[config.mk]
export PLATFORM = sky130hd
export DESIGN_NAME = pwm2_ctrl
export DESIGN_NICKNAME = d
export VERILOG_FILES = /design/src/rtl/pwm2_pkg.sv /design/src/rtl/pwm2_regs.sv /design/src/rtl/pwm2_chan_gen.sv /design/src/rtl/pwm2_pad.sv /design/src/rtl/pwm2_ctrl.sv
export SDC_FILE = /design/constraint.sdc
export NUM_CORES = 1
export LEC_CHECK = 0
export ABC_CLOCK_PERIOD_IN_PS = 1800
export BUFFER_PORTS_ARGS = -buffer_cell sky130_fd_sc_hd__buf_4
export CORE_MARGIN = 3
export CORE_UTILIZATION = 51
export DETAILED_ROUTE_END_ITERATION = 6
export PLACE_DENSITY = 0.77
export SYNTH_ARGS = -nofsm -noshare
export SYNTH_HDL_FRONTEND = slang
export SYNTH_SLANG_ARGS = --single-unit
[constraint.sdc]
create_clock -name clk -period 1.8 [get_ports clk]
set_clock_uncertainty 0.1 [all_clocks]
set_input_delay 0.09 -clock clk [delete_from_list [all_inputs] [get_ports clk]]
set_output_delay 0.09 -clock clk [all_outputs]
set_load 0.005 [all_outputs]
[src/rtl/pwm2_pkg.sv]
package pwm2_pkg;
  localparam int FIELD_W   = 4;
  localparam int B_RUN     = 0;
  localparam int B_OE_N    = 1;
  localparam int B_FORCE   = 2;
  localparam int B_ODRAIN  = 3;
  localparam int CTRL_OFF  = 'h00;
  localparam int SEL_OFF   = 'h04;
  localparam int HIGH_BASE = 'h18;
  localparam int PER_BASE  = 'h1C;
  localparam int CH_STRIDE = 8;
endpackage

[src/rtl/pwm2_regs.sv]
module pwm2_regs
  import pwm2_pkg::*;
#(
  parameter int NUM_CH = 2,
  parameter int CNT_W  = 8,
  parameter int ADDR_W = 8,
  parameter int DATA_W = 32
) (
  input  logic                          clk,
  input  logic                          rst,
  input  logic                          bus_wr,
  input  logic                          bus_rd,
  input  logic [ADDR_W-1:0]             bus_addr,
  input  logic [DATA_W-1:0]             bus_wdata,
  output logic [DATA_W-1:0]             bus_rdata,
  output logic [NUM_CH*FIELD_W-1:0]     ctrl_o,
  output logic [NUM_CH-1:0]             sel_o,
  output logic [NUM_CH-1:0][CNT_W-1:0]  high_o,
  output logic [NUM_CH-1:0][CNT_W-1:0]  per_o
);
  localparam int CTRL_W = NUM_CH * FIELD_W;
  localparam logic [ADDR_W-1:0] CTRL_A = ADDR_W'(CTRL_OFF);
  localparam logic [ADDR_W-1:0] SEL_A  = ADDR_W'(SEL_OFF);

  function automatic logic [CTRL_W-1:0] ctrl_reset();
    logic [CTRL_W-1:0] r;
    r = '0;
    for (int n = 0; n < NUM_CH; n++) r[n*FIELD_W + B_OE_N] = 1'b1;
    return r;
  endfunction

  function automatic logic [ADDR_W-1:0] high_addr(input int n);
    return ADDR_W'(HIGH_BASE + n * CH_STRIDE);
  endfunction

  function automatic logic [ADDR_W-1:0] per_addr(input int n);
    return ADDR_W'(PER_BASE + n * CH_STRIDE);
  endfunction

  logic [CTRL_W-1:0]             ctrl_q;
  logic [NUM_CH-1:0]             sel_q;
  logic [NUM_CH-1:0][CNT_W-1:0]  high_q;
  logic [NUM_CH-1:0][CNT_W-1:0]  per_q;
  logic [DATA_W-1:0]             rdata_q;
  logic [DATA_W-1:0]             rd_val;
  logic                          unused_wdata;

  assign unused_wdata = ^bus_wdata[DATA_W-1:CNT_W];

  always_comb begin
    rd_val = '0;
    if (bus_addr == CTRL_A) rd_val[CTRL_W-1:0] = ctrl_q;
    for (int n = 0; n < NUM_CH; n++) begin
      if (bus_addr == SEL_A)        rd_val[n*FIELD_W]  = sel_q[n];
      if (bus_addr == high_addr(n)) rd_val[CNT_W-1:0]  = high_q[n];
      if (bus_addr == per_addr(n))  rd_val[CNT_W-1:0]  = per_q[n];
    end
  end

  always_ff @(posedge clk) begin
    if (rst) begin
      ctrl_q  <= ctrl_reset();
      sel_q   <= '1;
      high_q  <= '0;
      per_q   <= '0;
      rdata_q <= '0;
    end else begin
      rdata_q <= bus_rd ? rd_val : '0;
      if (bus_wr) begin
        if (bus_addr == CTRL_A) ctrl_q <= bus_wdata[CTRL_W-1:0];
        for (int n = 0; n < NUM_CH; n++) begin
          if (bus_addr == SEL_A)        sel_q[n]  <= bus_wdata[n*FIELD_W];
          if (bus_addr == high_addr(n)) high_q[n] <= bus_wdata[CNT_W-1:0];
          if (bus_addr == per_addr(n))  per_q[n]  <= bus_wdata[CNT_W-1:0];
        end
      end
    end
  end

  assign bus_rdata = rdata_q;
  assign ctrl_o    = ctrl_q;
  assign sel_o     = sel_q;
  assign high_o    = high_q;
  assign per_o     = per_q;
endmodule

[src/rtl/pwm2_chan_gen.sv]
module pwm2_chan_gen #(
  parameter int CNT_W = 8
) (
  input  logic             clk,
  input  logic             rst,
  input  logic             run,
  input  logic             tick,
  input  logic [CNT_W-1:0] high_cfg,
  input  logic [CNT_W-1:0] per_cfg,
  output logic             wave_o,
  output logic [CNT_W-1:0] cnt_o,
  output logic [CNT_W-1:0] act_per_o
);
  logic [CNT_W-1:0] cnt_q;
  logic [CNT_W-1:0] act_high_q;
  logic [CNT_W-1:0] act_per_q;
  logic             at_end;

  assign at_end = (cnt_q == act_per_q);

  always_ff @(posedge clk) begin
    if (rst) begin
      cnt_q      <= '0;
      act_high_q <= '0;
      act_per_q  <= '0;
    end else if (!run) begin
      cnt_q      <= '0;
      act_high_q <= high_cfg;
      act_per_q  <= per_cfg;
    end else if (tick) begin
      if (at_end) begin
        cnt_q      <= '0;
        act_high_q <= high_cfg;
        act_per_q  <= per_cfg;
      end else begin
        cnt_q <= cnt_q + 1'b1;
      end
    end
  end

  assign wave_o    = (cnt_q < act_high_q);
  assign cnt_o     = cnt_q;
  assign act_per_o = act_per_q;
endmodule

[src/rtl/pwm2_pad.sv]
module pwm2_pad (
  input  logic clk,
  input  logic rst,
  input  logic run,
  input  logic force_hi,
  input  logic oe_n,
  input  logic open_drain,
  input  logic use_const,
  input  logic wave,
  input  logic var_in,
  output logic pin_o,
  output logic oe_o
);
  logic level;
  logic pin_q;
  logic oe_q;

  assign level = use_const ? (run & (force_hi | wave)) : var_in;

  always_ff @(posedge clk) begin
    if (rst) begin
      pin_q <= 1'b0;
      oe_q  <= 1'b0;
    end else begin
      pin_q <= open_drain ? 1'b0 : level;
      oe_q  <= !oe_n && (open_drain ? !level : 1'b1);
    end
  end

  assign pin_o = pin_q;
  assign oe_o  = oe_q;
endmodule

[src/rtl/pwm2_ctrl.sv]
module pwm2_ctrl
  import pwm2_pkg::*;
#(
  parameter int NUM_CH = 2,
  parameter int CNT_W  = 8,
  parameter int ADDR_W = 8,
  parameter int DATA_W = 32
) (
  input  logic              clk,
  input  logic              rst,
  input  logic              bus_wr,
  input  logic              bus_rd,
  input  logic [ADDR_W-1:0] bus_addr,
  input  logic [DATA_W-1:0] bus_wdata,
  output logic [DATA_W-1:0] bus_rdata,
  input  logic [NUM_CH-1:0] rate_tick,
  input  logic [NUM_CH-1:0] var_sig,
  output logic [NUM_CH-1:0] pwm_out,
  output logic [NUM_CH-1:0] pad_oe
);
  logic [NUM_CH*FIELD_W-1:0]    ctrl_q;
  logic [NUM_CH-1:0]            sel_q;
  logic [NUM_CH-1:0][CNT_W-1:0] high_q;
  logic [NUM_CH-1:0][CNT_W-1:0] per_q;
  logic [NUM_CH-1:0][CNT_W-1:0] cnt_w;
  logic [NUM_CH-1:0][CNT_W-1:0] act_per_w;
  logic [NUM_CH-1:0]            wave_w;

  pwm2_regs #(
    .NUM_CH(NUM_CH), .CNT_W(CNT_W), .ADDR_W(ADDR_W), .DATA_W(DATA_W)
  ) u_regs (
    .clk(clk), .rst(rst), .bus_wr(bus_wr), .bus_rd(bus_rd),
    .bus_addr(bus_addr), .bus_wdata(bus_wdata), .bus_rdata(bus_rdata),
    .ctrl_o(ctrl_q), .sel_o(sel_q), .high_o(high_q), .per_o(per_q)
  );

  for (genvar n = 0; n < NUM_CH; n++) begin : g_ch
    pwm2_chan_gen #(.CNT_W(CNT_W)) u_gen (
      .clk(clk), .rst(rst),
      .run(ctrl_q[n*FIELD_W + B_RUN]),
      .tick(rate_tick[n]),
      .high_cfg(high_q[n]), .per_cfg(per_q[n]),
      .wave_o(wave_w[n]), .cnt_o(cnt_w[n]), .act_per_o(act_per_w[n])
    );

    pwm2_pad u_pad (
      .clk(clk), .rst(rst),
      .run(ctrl_q[n*FIELD_W + B_RUN]),
      .force_hi(ctrl_q[n*FIELD_W + B_FORCE]),
      .oe_n(ctrl_q[n*FIELD_W + B_OE_N]),
      .open_drain(ctrl_q[n*FIELD_W + B_ODRAIN]),
      .use_const(sel_q[n]),
      .wave(wave_w[n]),
      .var_in(var_sig[n]),
      .pin_o(pwm_out[n]),
      .oe_o(pad_oe[n])
    );
  end
endmodule


==> results by group <==
Run status
  – Outcome: completed

Global routing
  – Overall fraction of global-route tracks in use: 21.0%
  – Total overflow reported by the global router: 0
  – Wire length of the first global-routing pass: 17700 um
  – Maximum number of pins on one net before global-route repair: 39
  – Initial antenna violation count: 0
  – Number of global-route vias before repair: 3687

Synthesis
  – Top-area cell type share of the netlist area: 42.1%
  – Fraction of the mapped netlist area in simple logic gates: 17.9%
  – Post-Synthesis Mean Instance Area: 8.93 um^2
  – Cells taking the most area after synthesis: sky130_fd_sc_hd__dfxtp_1, sky130_fd_sc_hd__mux2i_1, sky130_fd_sc_hd__nor2_1
  – Xor-xnor portion of the synthesized cell area: 5.42%
  – Most used standard cells in the synthesized netlist: sky130_fd_sc_hd__dfxtp_1, sky130_fd_sc_hd__nor2_1, sky130_fd_sc_hd__nand2_1
  – Sequential fraction of the synthesis area: 42.1%
  – Number of enable flip-flop cells after synthesis: 0
  – Cell area after technology mapping: 4850 um^2
  – Most repeated cell in the gate-level netlist after synthesis: sky130_fd_sc_hd__dfxtp_1
  – Warnings from Yosys: 0
  – Adder-cell share of the synthesized area: 4.13%
  – Commonest register cell after synthesis: sky130_fd_sc_hd__dfxtp_1
  – Register bit total from synthesis: 102
  – Number of distinct library cells after synthesis: 46
  – Share of synthesized registers carrying an async set or reset: 0%
  – Largest area contributor in the netlist: sky130_fd_sc_hd__dfxtp_1
  – Dominant combinational cell family by area after synthesis: simple AND/OR/NAND/NOR gates
  – Fraction of the mapped netlist area in compound gates: 9.86%
  – Mux contribution to synthesized area: 12.8%
  – Synth Instances: 543

Setup path
  – Slowest Stage Delay on Critical Path: 0.41 ns
  – FF-to-FF End: g_ch[1].u_gen.act_per_o[7]$_SDFFE_PP0P_
  – Largest fanout on the critical path: 16
  – Origin of the worst setup path: g_ch[1].u_gen.cnt_o[3]$_SDFFE_PP0P_
  – CP Capture Type: flop
  – Worst-case reg-to-reg path depth: 6
  – Nature of the critical path startpoint: flop
  – Crit-path cells: xnor2_2 -> nand3_2 -> o41ai_4 -> buf_12 -> mux2i_1 -> nor2_1
  – Slowest cell on the critical path: sky130_fd_sc_hd__dfxtp_4
  – Arrival time of data at the critical path endpoint: 1.91 ns
  – End point of the critical path: g_ch[1].u_gen.act_per_o[7]$_SDFFE_PP0P_
  – Buffers plus inverters on the worst setup path: 1
  – Crit path required time: 1.94 ns
  – Top cell family by delay on the critical path: flip-flops
  – Register-to-Register Setup Slack: 0.03 ns
  – Startpoint-to-endpoint class of the critical path: flop to flop
  – CP Depth: 6
  – R2r startpoint: g_ch[1].u_gen.cnt_o[3]$_SDFFE_PP0P_

Route
  – Remaining DRCs: 0
  – Ratio of routed vias to standard cells: 5.35
  – Drt initial violations: 270
  – Wire per inst: 15.2 um
  – DRT Pass-1 Iters: 4
  – Number of antenna-violating nets in the routed design: 0
  – Via count: 3914
  – Final wirelength: 11100 um

Placed design
  – Placement-stage worst setup slack: -0.0864 ns
  – Detail Placement HPWL: 8080 um
  – IO Port Bufs: 35
  – Routability-driven placement congestion ratio: 0.833

STA
  – Period utilisation layout: 98.3%
  – RSZ-0062 raised after global routing: yes
  – Minimum clock period: 1.77 ns
  – Final sum of negative setup slack: 0 ns
  – Fmax: 565 MHz
  – Count of final hold-check violations: 0
  – Number of endpoints failing setup at the final stage: 0
  – Count of final max-slew check failures: 0
  – Post-route setup slack: 0.0299 ns

Die
  – Die height: 103 um
  – Effective utilization at floorplan: 54.0%
  – Area enclosed by the die boundary: 10700 um^2
  – Top-Level Pins: 84
  – # rows: 34
  – Core region area: 8980 um^2
  – Die Wd: 103 um

Power and ir drop
  – Power density over cell area: 675 nW/um^2
  – Max rail drop VDD: 0.000381 V
  – Leakage dissipation: 2.46 nW

Final layout
  – Layout overhead on the synthesized area: 18.2%
  – Share of layout cells above drive strength 1: 18.5%
  – Inserted Diodes: 0
  – Fin nets: 665

Clock tree
  – Number of sinks driven by the clock tree: 102
  – H-Tree Depth: 3
  – Worst-path clk slew: 0.10 ns
  – Number of buffers on the longest clock path: 2
  – Clock root buffer: sky130_fd_sc_hd__clkbuf_8
  – Number of buffers created by CTS: 9
  – Clock latency reported for the late side of the worst-skew pair: 0.36 ns
  – CTS tree: built

Min path
  – Type of the tightest min-delay check: input pin to flop

Flow run
  – Number of maximum-capacitance violations: 0
[final cells by class]
| type | count | area [um^2] |
|---|---|---|
| Tap cell | 126 | 158 |
| Clock buffer | 10 | 128 |
| Clock inverter | 5 | 60.1 |
| Sequential cell | 102 | 2070 |
| Multi-Input combinational cell | 398 | 2620 |
| Timing Repair Buffer | 71 | 631 |
| Fill cell | 724 | 3240 |
| Inverter | 19 | 71.3 |
[report_power, final]
group | internal [mW] | switching [mW]
Combinational | 0.0891 | 0.125
Clock | 0.642 | 0.764
Sequential | 2.25 | 0.00176
Total | 2.98 | 0.891
[logic make-up (layout without fill, tap and decap cells)]
| kind of cell | after synthesis | count (layout) |
|---|---|---|
| buffers and inverters | 66 | 105 |
| AND/OR/NAND/NOR | 192 | 192 |
| flip-flops | 102 | 102 |
| XOR/XNOR | 30 | 30 |
| AO/OA/AOI/OAI | 74 | 74 |
| other | 1 | 24 |
| adder cells (fa/ha/maj) | 16 | 16 |
| multiplexers | 62 | 62 |
[layer usage]
metal,vias to the layer above,part of all wire [%],global-route usage [%]
met4,0,1.2,4.68
met5,-,0,0
met1,1881,47,29.5
li1,1900,-,-
met2,120,46,34.1
met3,13,5.2,3.42
[worst min-delay path by stage]
stage                             from                            end  slack [ns]  depth (start not counted)
after detailed placement  bus_wdata[5]  u_regs.ctrl_o[5]$_SDFFE_PP1P_        0.26                          2
final                           bus_wr   u_regs.per_o[6]$_SDFFE_PP0P_        0.14                          5
after global routing            bus_wr   u_regs.per_o[1]$_SDFFE_PP0P_        0.16                          5
after global placement    bus_wdata[5]  u_regs.ctrl_o[5]$_SDFFE_PP1P_        0.26                          2
after CTS                       bus_wr   u_regs.per_o[4]$_SDFFE_PP0P_        0.14                          5
after floorplan           bus_wdata[1]  u_regs.ctrl_o[1]$_SDFFE_PP1P_        0.11                          1
[state kept, by name (all words and copies together) (netlist names)]
register               cells
g_ch.u_gen.act_high_q     16
u_regs.high_o             16
g_ch.u_gen.act_per_o      16
u_regs.per_o              16
g_ch.u_pad.oe_o            2
u_regs.ctrl_o              8
u_regs.bus_rdata           8
g_ch.u_pad.pin_o           2
g_ch.u_gen.cnt_o          16
u_regs.sel_o               2
[through the flow]
step / area, um^2 / cells / util (%) / hold WS (ns) / power, mW
after floorplan: 4980 / 566 / - / 0.108 / 2.44
after global placement: 5320 / 702 / 59.2 / 0.256 / 2.49
after detailed placement: 5320 / 702 / 59.2 / 0.259 / 2.49
after CTS: 5630 / 729 / 62.7 / 0.137 / 3.88
after global routing: 5730 / 731 / 63.9 / 0.164 / 4.00
final: 5730 / 731 / 63.9 / 0.138 / 3.87
[what timing repair did]
action	4_1_cts	5_1_grt
endpoints found under the setup margin	2	34
endpoints found under the hold margin	55	0
setup buffers	0	1
resized for setup	1	19
pin swaps	0	3
gates cloned	0	1
hold buffers	12	0
[tightest hold or removal path, delay by kind of cell]
family,cells,cell delay [ns]
and+or+nand+nor,3,0.28
AOI/OAI and AO/OA,1,0.05
buffers and inverters,1,0.13
[placed cells by master, fill, tap and decap left out, drive strengths merged, types with 6 or more instances in the layout]
| master | synthesis | final |
|---|---|---|
| xnor2 | 19 | 19 |
| buf | 32 | 58 |
| conb | 1 | 24 |
| xor2 | 11 | 11 |
| a211o | 6 | 6 |
| nand4 | 6 | 6 |
| a21oi | 34 | 34 |
| o21ai | 9 | 9 |
| clkbuf | 15 | 11 |
| nor2b | 7 | 7 |
| nand3 | 8 | 8 |
| dfxtp | 102 | 102 |
| nand2 | 69 | 69 |
| mux2i | 61 | 61 |
| o22ai | 7 | 7 |
| dlygate4sd3 | 0 | 12 |
| nor2 | 79 | 79 |
| ha | 16 | 16 |
| nand2b | 7 | 7 |
| inv | 19 | 20 |
Note: power is estimated with default switching activity, not from simulation.
